===== src/rtl/fetch_ld_seq_pkg.sv =====
`timescale 1ns/1ps
package fetch_ld_seq_pkg;
  typedef enum logic [2:0] {
    ST_FA   = 3'd0,  // PC to MAR
    ST_FB   = 3'd1,  // memory read into MDR, PC+4
    ST_FC   = 3'd2,  // MDR to IR
    ST_DEC  = 3'd3,  // decode, latch base register
    ST_EXE  = 3'd4,  // generic execute
    ST_LX   = 3'd5,  // load read at base, ALU base+4
    ST_WBD  = 3'd6,  // write loaded data
    ST_WBB  = 3'd7   // write incremented base
  } seq_state_t;

  typedef struct packed {
    logic mem_rd;
    logic mem_addr_sel;
    logic mar_ld;
    logic mdr_ld;
    logic pc_inc;
    logic ir_ld;
    logic a_ld;
    logic aluo_ld;
    logic rf_we;
    logic rf_wsel;
    logic exec_en;
  } seq_ctl_t;
endpackage


===== src/rtl/fetch_ld_seq_next.sv =====
`timescale 1ns/1ps
module fetch_ld_seq_next
  import fetch_ld_seq_pkg::*;
#(
  parameter int                OPC_W    = 6,
  parameter logic [OPC_W-1:0]  LOAD_OPC = 6'h31
) (
  input  seq_state_t        cur_st,
  input  logic              mem_valid,
  input  logic [OPC_W-1:0]  opcode,
  output seq_state_t        nxt_st
);
  logic is_load;
  assign is_load = (opcode == LOAD_OPC);

  always_comb begin
    nxt_st = cur_st;
    unique case (cur_st)
      ST_FA:  nxt_st = ST_FB;
      ST_FB:  nxt_st = mem_valid ? ST_FC : ST_FB;
      ST_FC:  nxt_st = ST_DEC;
      ST_DEC: nxt_st = is_load ? ST_LX : ST_EXE;
      ST_EXE: nxt_st = ST_FA;
      ST_LX:  nxt_st = mem_valid ? ST_WBD : ST_LX;
      ST_WBD: nxt_st = ST_WBB;
      ST_WBB: nxt_st = ST_FA;
      default: nxt_st = ST_FA;
    endcase
  end
endmodule


===== src/rtl/fetch_ld_seq_outdec.sv =====
`timescale 1ns/1ps
module fetch_ld_seq_outdec
  import fetch_ld_seq_pkg::*;
(
  input  seq_state_t cur_st,
  input  logic       mem_valid,
  output seq_ctl_t   ctl
);
  always_comb begin
    ctl = '0;
    unique case (cur_st)
      ST_FA:  ctl.mar_ld = 1'b1;
      ST_FB: begin
        ctl.mem_rd = 1'b1;
        ctl.mdr_ld = mem_valid;
        ctl.pc_inc = mem_valid;
      end
      ST_FC:  ctl.ir_ld = 1'b1;
      ST_DEC: ctl.a_ld = 1'b1;
      ST_EXE: ctl.exec_en = 1'b1;
      ST_LX: begin
        ctl.mem_rd       = 1'b1;
        ctl.mem_addr_sel = 1'b1;
        ctl.aluo_ld      = 1'b1;
        ctl.mdr_ld       = mem_valid;
      end
      ST_WBD: ctl.rf_we = 1'b1;
      ST_WBB: begin
        ctl.rf_we   = 1'b1;
        ctl.rf_wsel = 1'b1;
      end
      default: ctl = '0;
    endcase
  end
endmodule


===== src/rtl/fetch_ld_seq.sv =====
`timescale 1ns/1ps
module fetch_ld_seq
  import fetch_ld_seq_pkg::*;
#(
  parameter int                OPC_W    = 6,
  parameter logic [OPC_W-1:0]  LOAD_OPC = 6'h31
) (
  input  logic              clk,
  input  logic              rst_n,
  input  logic              mem_valid,
  input  logic [OPC_W-1:0]  ir_opcode,
  output logic              mem_rd,
  output logic              mem_addr_sel,
  output logic              mar_ld,
  output logic              mdr_ld,
  output logic              pc_inc,
  output logic              ir_ld,
  output logic              a_ld,
  output logic              aluo_ld,
  output logic              rf_we,
  output logic              rf_wsel,
  output logic              exec_en
);
  seq_state_t st_q, st_d;
  seq_ctl_t   ctl;

  fetch_ld_seq_next #(.OPC_W(OPC_W), .LOAD_OPC(LOAD_OPC)) u_next (
    .cur_st    (st_q),
    .mem_valid (mem_valid),
    .opcode    (ir_opcode),
    .nxt_st    (st_d)
  );

  fetch_ld_seq_outdec u_dec (
    .cur_st    (st_q),
    .mem_valid (mem_valid),
    .ctl       (ctl)
  );

  always_ff @(posedge clk or negedge rst_n) begin
    if (!rst_n) st_q <= ST_FA;
    else        st_q <= st_d;
  end

  assign mem_rd       = ctl.mem_rd;
  assign mem_addr_sel = ctl.mem_addr_sel;
  assign mar_ld       = ctl.mar_ld;
  assign mdr_ld       = ctl.mdr_ld;
  assign pc_inc       = ctl.pc_inc;
  assign ir_ld        = ctl.ir_ld;
  assign a_ld         = ctl.a_ld;
  assign aluo_ld      = ctl.aluo_ld;
  assign rf_we        = ctl.rf_we;
  assign rf_wsel      = ctl.rf_wsel;
  assign exec_en      = ctl.exec_en;

  // a pending fetch read holds its step
  a_r3_fetch_wait_holds: assert property (@(posedge clk) disable iff (!rst_n)
    (st_q == ST_FB && !mem_valid) |=> (st_q == ST_FB));
  // the PC advances at most once per fetch
  a_r3_pc_single_inc: assert property (@(posedge clk) disable iff (!rst_n)
    pc_inc |=> !pc_inc);
  // IR loads only right after the MDR captured data
  a_r4_ir_after_mdr: assert property (@(posedge clk) disable iff (!rst_n)
    ir_ld |-> $past(mdr_ld));
  // a pending load read holds its step
  a_r7_load_wait_holds: assert property (@(posedge clk) disable iff (!rst_n)
    (mem_addr_sel && !mem_valid) |=> (mem_rd && mem_addr_sel));
  // data write is followed by base write, then fetch
  a_r8_wb_order: assert property (@(posedge clk) disable iff (!rst_n)
    (rf_we && !rf_wsel) |=> (rf_we && rf_wsel));
  a_r8_wb_return: assert property (@(posedge clk) disable iff (!rst_n)
    (rf_we && rf_wsel) |=> mar_ld);
  // the single memory port and single write port never collide
  a_r9_no_rd_wr_overlap: assert property (@(posedge clk) disable iff (!rst_n)
    !(mem_rd && rf_we));
endmodule


===== config.mk =====
export PLATFORM = sky130hd
export DESIGN_NAME = fetch_ld_seq
export DESIGN_NICKNAME = d
export VERILOG_FILES = /design/src/rtl/fetch_ld_seq_pkg.sv /design/src/rtl/fetch_ld_seq_next.sv /design/src/rtl/fetch_ld_seq_outdec.sv /design/src/rtl/fetch_ld_seq.sv
export SDC_FILE = /design/constraint.sdc
export NUM_CORES = 1
export LEC_CHECK = 0
export BUFFER_PORTS_ARGS = -buffer_cell sky130_fd_sc_hd__buf_2
export CORE_AREA = 4 4 41 43
export DETAILED_ROUTE_END_ITERATION = 16
export DIE_AREA = 0 0 45 47
export PLACE_DENSITY = 0.54
export SLEW_MARGIN = 30
export SYNTH_ARGS = -nofsm -noshare
export SYNTH_HDL_FRONTEND = slang
export SYNTH_SLANG_ARGS = --single-unit
export TNS_END_PERCENT = 50

===== constraint.sdc =====
create_clock -name clk -period 2.14 [get_ports clk]
set_input_delay 0.321 -clock clk [delete_from_list [all_inputs] [get_ports clk]]
set_output_delay 0.321 -clock clk [all_outputs]
set_load 0.02 [all_outputs]

Yosys cells after proc, flatten, opt, wreduce, memory -nomap -nowiden
Cells that the tools add are included.
{"block": "totals", "reg_bits": 3, "output_inout_bits": 11, "input_bits": 9, "word_cells": 27}
{"block": "classes", "reduce_logical": 4, "mux": 14, "n_eq_ne": 8}
{"cell": "one-hot mux 3 bit (7 select lines)", "n": 1}
{"cell": "== test 3 bit, second input constant", "n": 4}
{"cell": "two-way mux 1 bit", "n": 11}
{"cell": "== test 3 x 2 -> 1 bit, second input constant", "n": 2}
{"cell": "== test 6 bit, second input constant", "n": 1}
{"cell": "OR reduction 2 bit", "n": 3}
{"cell": "two-way mux 2 bit", "n": 2}
{"cell": "== test 3 x 1 -> 1 bit, second input constant", "n": 1}
{"cell": "logical NOT 3 bit", "n": 1}

Longest topological paths before layout
{"block": "depth", "depth_word": 3, "mapped_depth": 4, "depth_no_buf": 3}

By module
Synthesis repeated with hierarchy kept, for this count alone.
{"block": "hier_totals", "hier_cells": 27, "hier_area_um2": 252.7}
{"mod": "fetch_ld_seq_outdec", "n_inst": 1, "cells_per_inst": 11, "area_each_um2": 93.8, "seq_area_each_um2": 0.0}
{"mod": "fetch_ld_seq_next", "n_inst": 1, "cells_per_inst": 13, "area_each_um2": 83.8, "seq_area_each_um2": 0.0}
{"mod": "fetch_ld_seq", "n_inst": 1, "cells_per_inst": 3, "area_each_um2": 75.1, "seq_area_each_um2": 75.1}

Least setup slack after synthesis
OpenSTA, ideal clock, no wires.
{"block": "synth_path", "kind": "register -> output", "start": "reg st_q[1]", "end": "out mem_addr_sel", "stages_incl_launch_ff": 5, "path_slack_ns": 0.592, "n_path_buf": 2, "required_time_ns": 1.819, "arrival_ns": 1.227, "path_cell_list": "dfrtp_1 buf_4 and2b_2 and2_1 buf_4"}
{"block": "synth_via", "elab_chain_cells": 2}
{"element": "start: declaration", "line": "fetch_ld_seq.sv:24", "text": "seq_state_t st_q, st_d;"}
{"element": "start signal: assignment", "line": "fetch_ld_seq.sv:42", "text": "else st_q <= st_d;"}
{"element": "== test 3 bit"}
{"element": "two-way mux 1 bit"}
{"element": "end: declaration", "line": "fetch_ld_seq.sv:13", "text": "output logic mem_addr_sel,"}
No other way between the ends.

Worst setup path after layout
{"block": "layout_path", "start": "reg st_q[1]", "end": "out pc_inc"}
{"block": "layout_via", "elab_chain_cells": 2}
{"element": "== test 3 x 1 -> 1 bit", "line": "fetch_ld_seq_outdec.sv:11", "text": "unique case (cur_st)"}
{"element": "two-way mux 1 bit", "line": "fetch_ld_seq_outdec.sv:11"}
{"element": "end: declaration", "line": "fetch_ld_seq.sv:16", "text": "output logic pc_inc,"}
No other way between the ends.

==> metrics.cfg <==
[outcome]
status=finished, final reports clean

[clock_tree]
clock_sinks=3
cts-buffers-inserted=3
cts_resized=0
cts_setup_buffers=0
cts-root-buf=clkbuf_4
cts_tree=yes
clock_path_buffers=2
htree_num_levels=1
path_clk_slew_ps=30
clk_latency_ps=230

[routing]
routed_wl_um=572
route.vias.total=260
ant_nets=0
first_iter_violations=0
first_pass_iters=1
drc=0
vias_per_cell=4.13
wl_per_cell_um=9.08

[floorplanning]
core_region_area_sq_mm=0.00130
die-area_sq_mm=0.00212
io_pins=20
die_h_um=47
initial_core_util_pct=17.9
core.rowCount=13
die-width_um=45

[sta]
skew_ps=0.0952
min_period_over_period_pct=76.0
hold_violations=0
drv_slew=0
relSlewSlack_pct=80.8
fin_setup_tns_ps=0
setup_ws_ps=514
rsz0062_at_grt=no
setup_violations=0
fin_crit_ps=1630
tightestPinTransition_ps=288
max_freq_mhz=615

[setup_path]
cp_top_family=simple AND/OR/NAND/NOR gates
worstPathCellList=and2b_2, nand2_1, nor2_1, buf_2
cp-end-kind=primary output
crit_path_start_kind=register
crit_type=reg -> out
crit_slowest_cell=dfrtp_1
cp.arrival_ps=1310
critPathMaxStageDelay_ps=450
cp.required_ps=1820
path_max_fanout=9
cp.buffers_inverters=1

[yosys]
synth-seq-cells=3
synth-edff-count=0
ys_seq_area_share_pct=32.3
synth.area.top_cells=dfrtp_1 32%, buf_4 6.5%, nand2_1 6.5%
postSynthCellCount=28
postSynth.asyncResetShare_pct=100
yosys_warnings=0
netlist_area_sq_um=233
synth_area_leader_cell=dfrtp_1
synthDistinctLibCells=20
synth_top_area_share_pct=32.3
syn-num-nets=37
synth_common_cells=4 x nand2_1, 3 x dfrtp_1, 3 x nor2_1, 2 x buf_4
synth-main-ff-cell=dfrtp_1
synth.most_common_cell=nand2_1
synth.avg_cell_area_sq_um=8.31

[layout]
reg.largest.list=st_q (3)
max_flop_register=st_q
largest_register_ffs=3
postLayoutCoreUtil_pct=27.6
syn_to_final_growth_pct=54.3
n_antenna_cell=0
nFillCells=150
seq_area_sq_um=75.1
multi_input_area_sq_um=130
fin_nets=58
postLayoutCellArea_sq_um=359
stdcell_count=63
drive_gt1_share_pct=54.2

[place]
place_ws_ps=748
dpl-instance-area_sq_um=323
dp_cells=58
place.port_buffers=19
dp_hpwl_um=480
routabilityCongestion=0.621

[grt]
grt_pass1_vias=238
overflow=0
grt_max_degree=11
antenna_found_initial=0
globalRouteTotalUtil_pct=7.05
grt_pass1_wl_mm=1.02

[power]
ir_drop_uv=558
pwr-share-clk_pct=18.5
p_seq_share_pct=26.1
power_density_mw_per_mm2=1460
combPwrFrac_pct=55.3
p_int_w=0.000274
leakage_nw=0.217
power_switching_w=0.000251
switching_share_pct=47.8

[flow_run]
maxCapViolCount=0

[min_path]
min_path_type=in -> reg

## final cells by class
cell class | count | share of cell area, %
multi-input cells | 20 | 36.2
inverters | 1 | 1.05
well taps | 15 | 5.23
flip-flops and latches | 3 | 20.9
repair buffers | 20 | 29.3
clock buffers | 4 | 7.32
## per-stage QoR
stage          hold slack (ps)  total power, W
5_1_grt                    384        0.000577
3_3_place_gp               119        0.000431
2_1_floorplan             25.4        0.000364
4_1_cts                    352        0.000540
3_5_place_dp               121        0.000432
6_report                   362        0.000525
## power groups by stage
stage	registers, W	logic [W]	clock network, W
6_report	0.000137	0.000290	0.0000973
3_5_place_dp	0.000139	0.000294	0
2_1_floorplan	0.0000875	0.000276	0
5_1_grt	0.000147	0.000320	0.000110
3_3_place_gp	0.000138	0.000293	0
4_1_cts	0.000138	0.000296	0.000106
## kinds of logic (layout without fill, tap and decap cells)
kind of cell	Yosys count	in the layout	share of synthesized area, %
AOI/OAI and AO/OA	3	3	13.4
xor gates and xnor gates	1	1	3.76
buffers and inverters	5	25	11.8
DFF	3	3	32.3
and+or+nand+nor	16	16	38.7
## per-layer routing
metal / part of all wire (%) / GRT usage (%) / wire [um]
met3: 13 / 4.21 / 77
met4: 3.1 / 7.02 / 18
met1: 42 / 8.47 / 242
met2: 41 / 8.19 / 233
met5: 0 / 0 / 0
## cell usage in the layout, fill, tap and decap left out, drive strengths merged
master       instances
a21o                 1
and2                 2
and2b                1
and3                 1
buf                 19
clkbuf               4
dfrtp                3
dlygate4sd3          1
inv                  1
nand2                4
nand2b               1
nand3b               1
nor2                 3
nor3                 1
nor3b                1
o211ai               1
o41a                 1
or2b                 1
xor2                 1
## timing repair
action                                  in CTS  in global routing
endpoints found under the setup margin       0                  0
hold buffers                                 1                  0
endpoints found under the hold margin        3                  0
## final timing paths
path	start	to	slack (ps)	cells past startpoint
max	st_q[1]	pc_inc	510	4
min	mem_valid	st_q[1]	360	3
max reg2reg	st_q[1]	st_q[0]	1030	3
min reg2reg	st_q[2]	st_q[0]	660	1
max in group asynchronous	rst_n	st_q[1]	1610	2
min in group asynchronous	rst_n	st_q[2]	420	2
## tightest hold or removal path, cell delays in order
cell and delay (ps):
buf_2 80, nand2_1 70, nand2_1 80
Note: power is estimated with default switching activity, not from simulation.
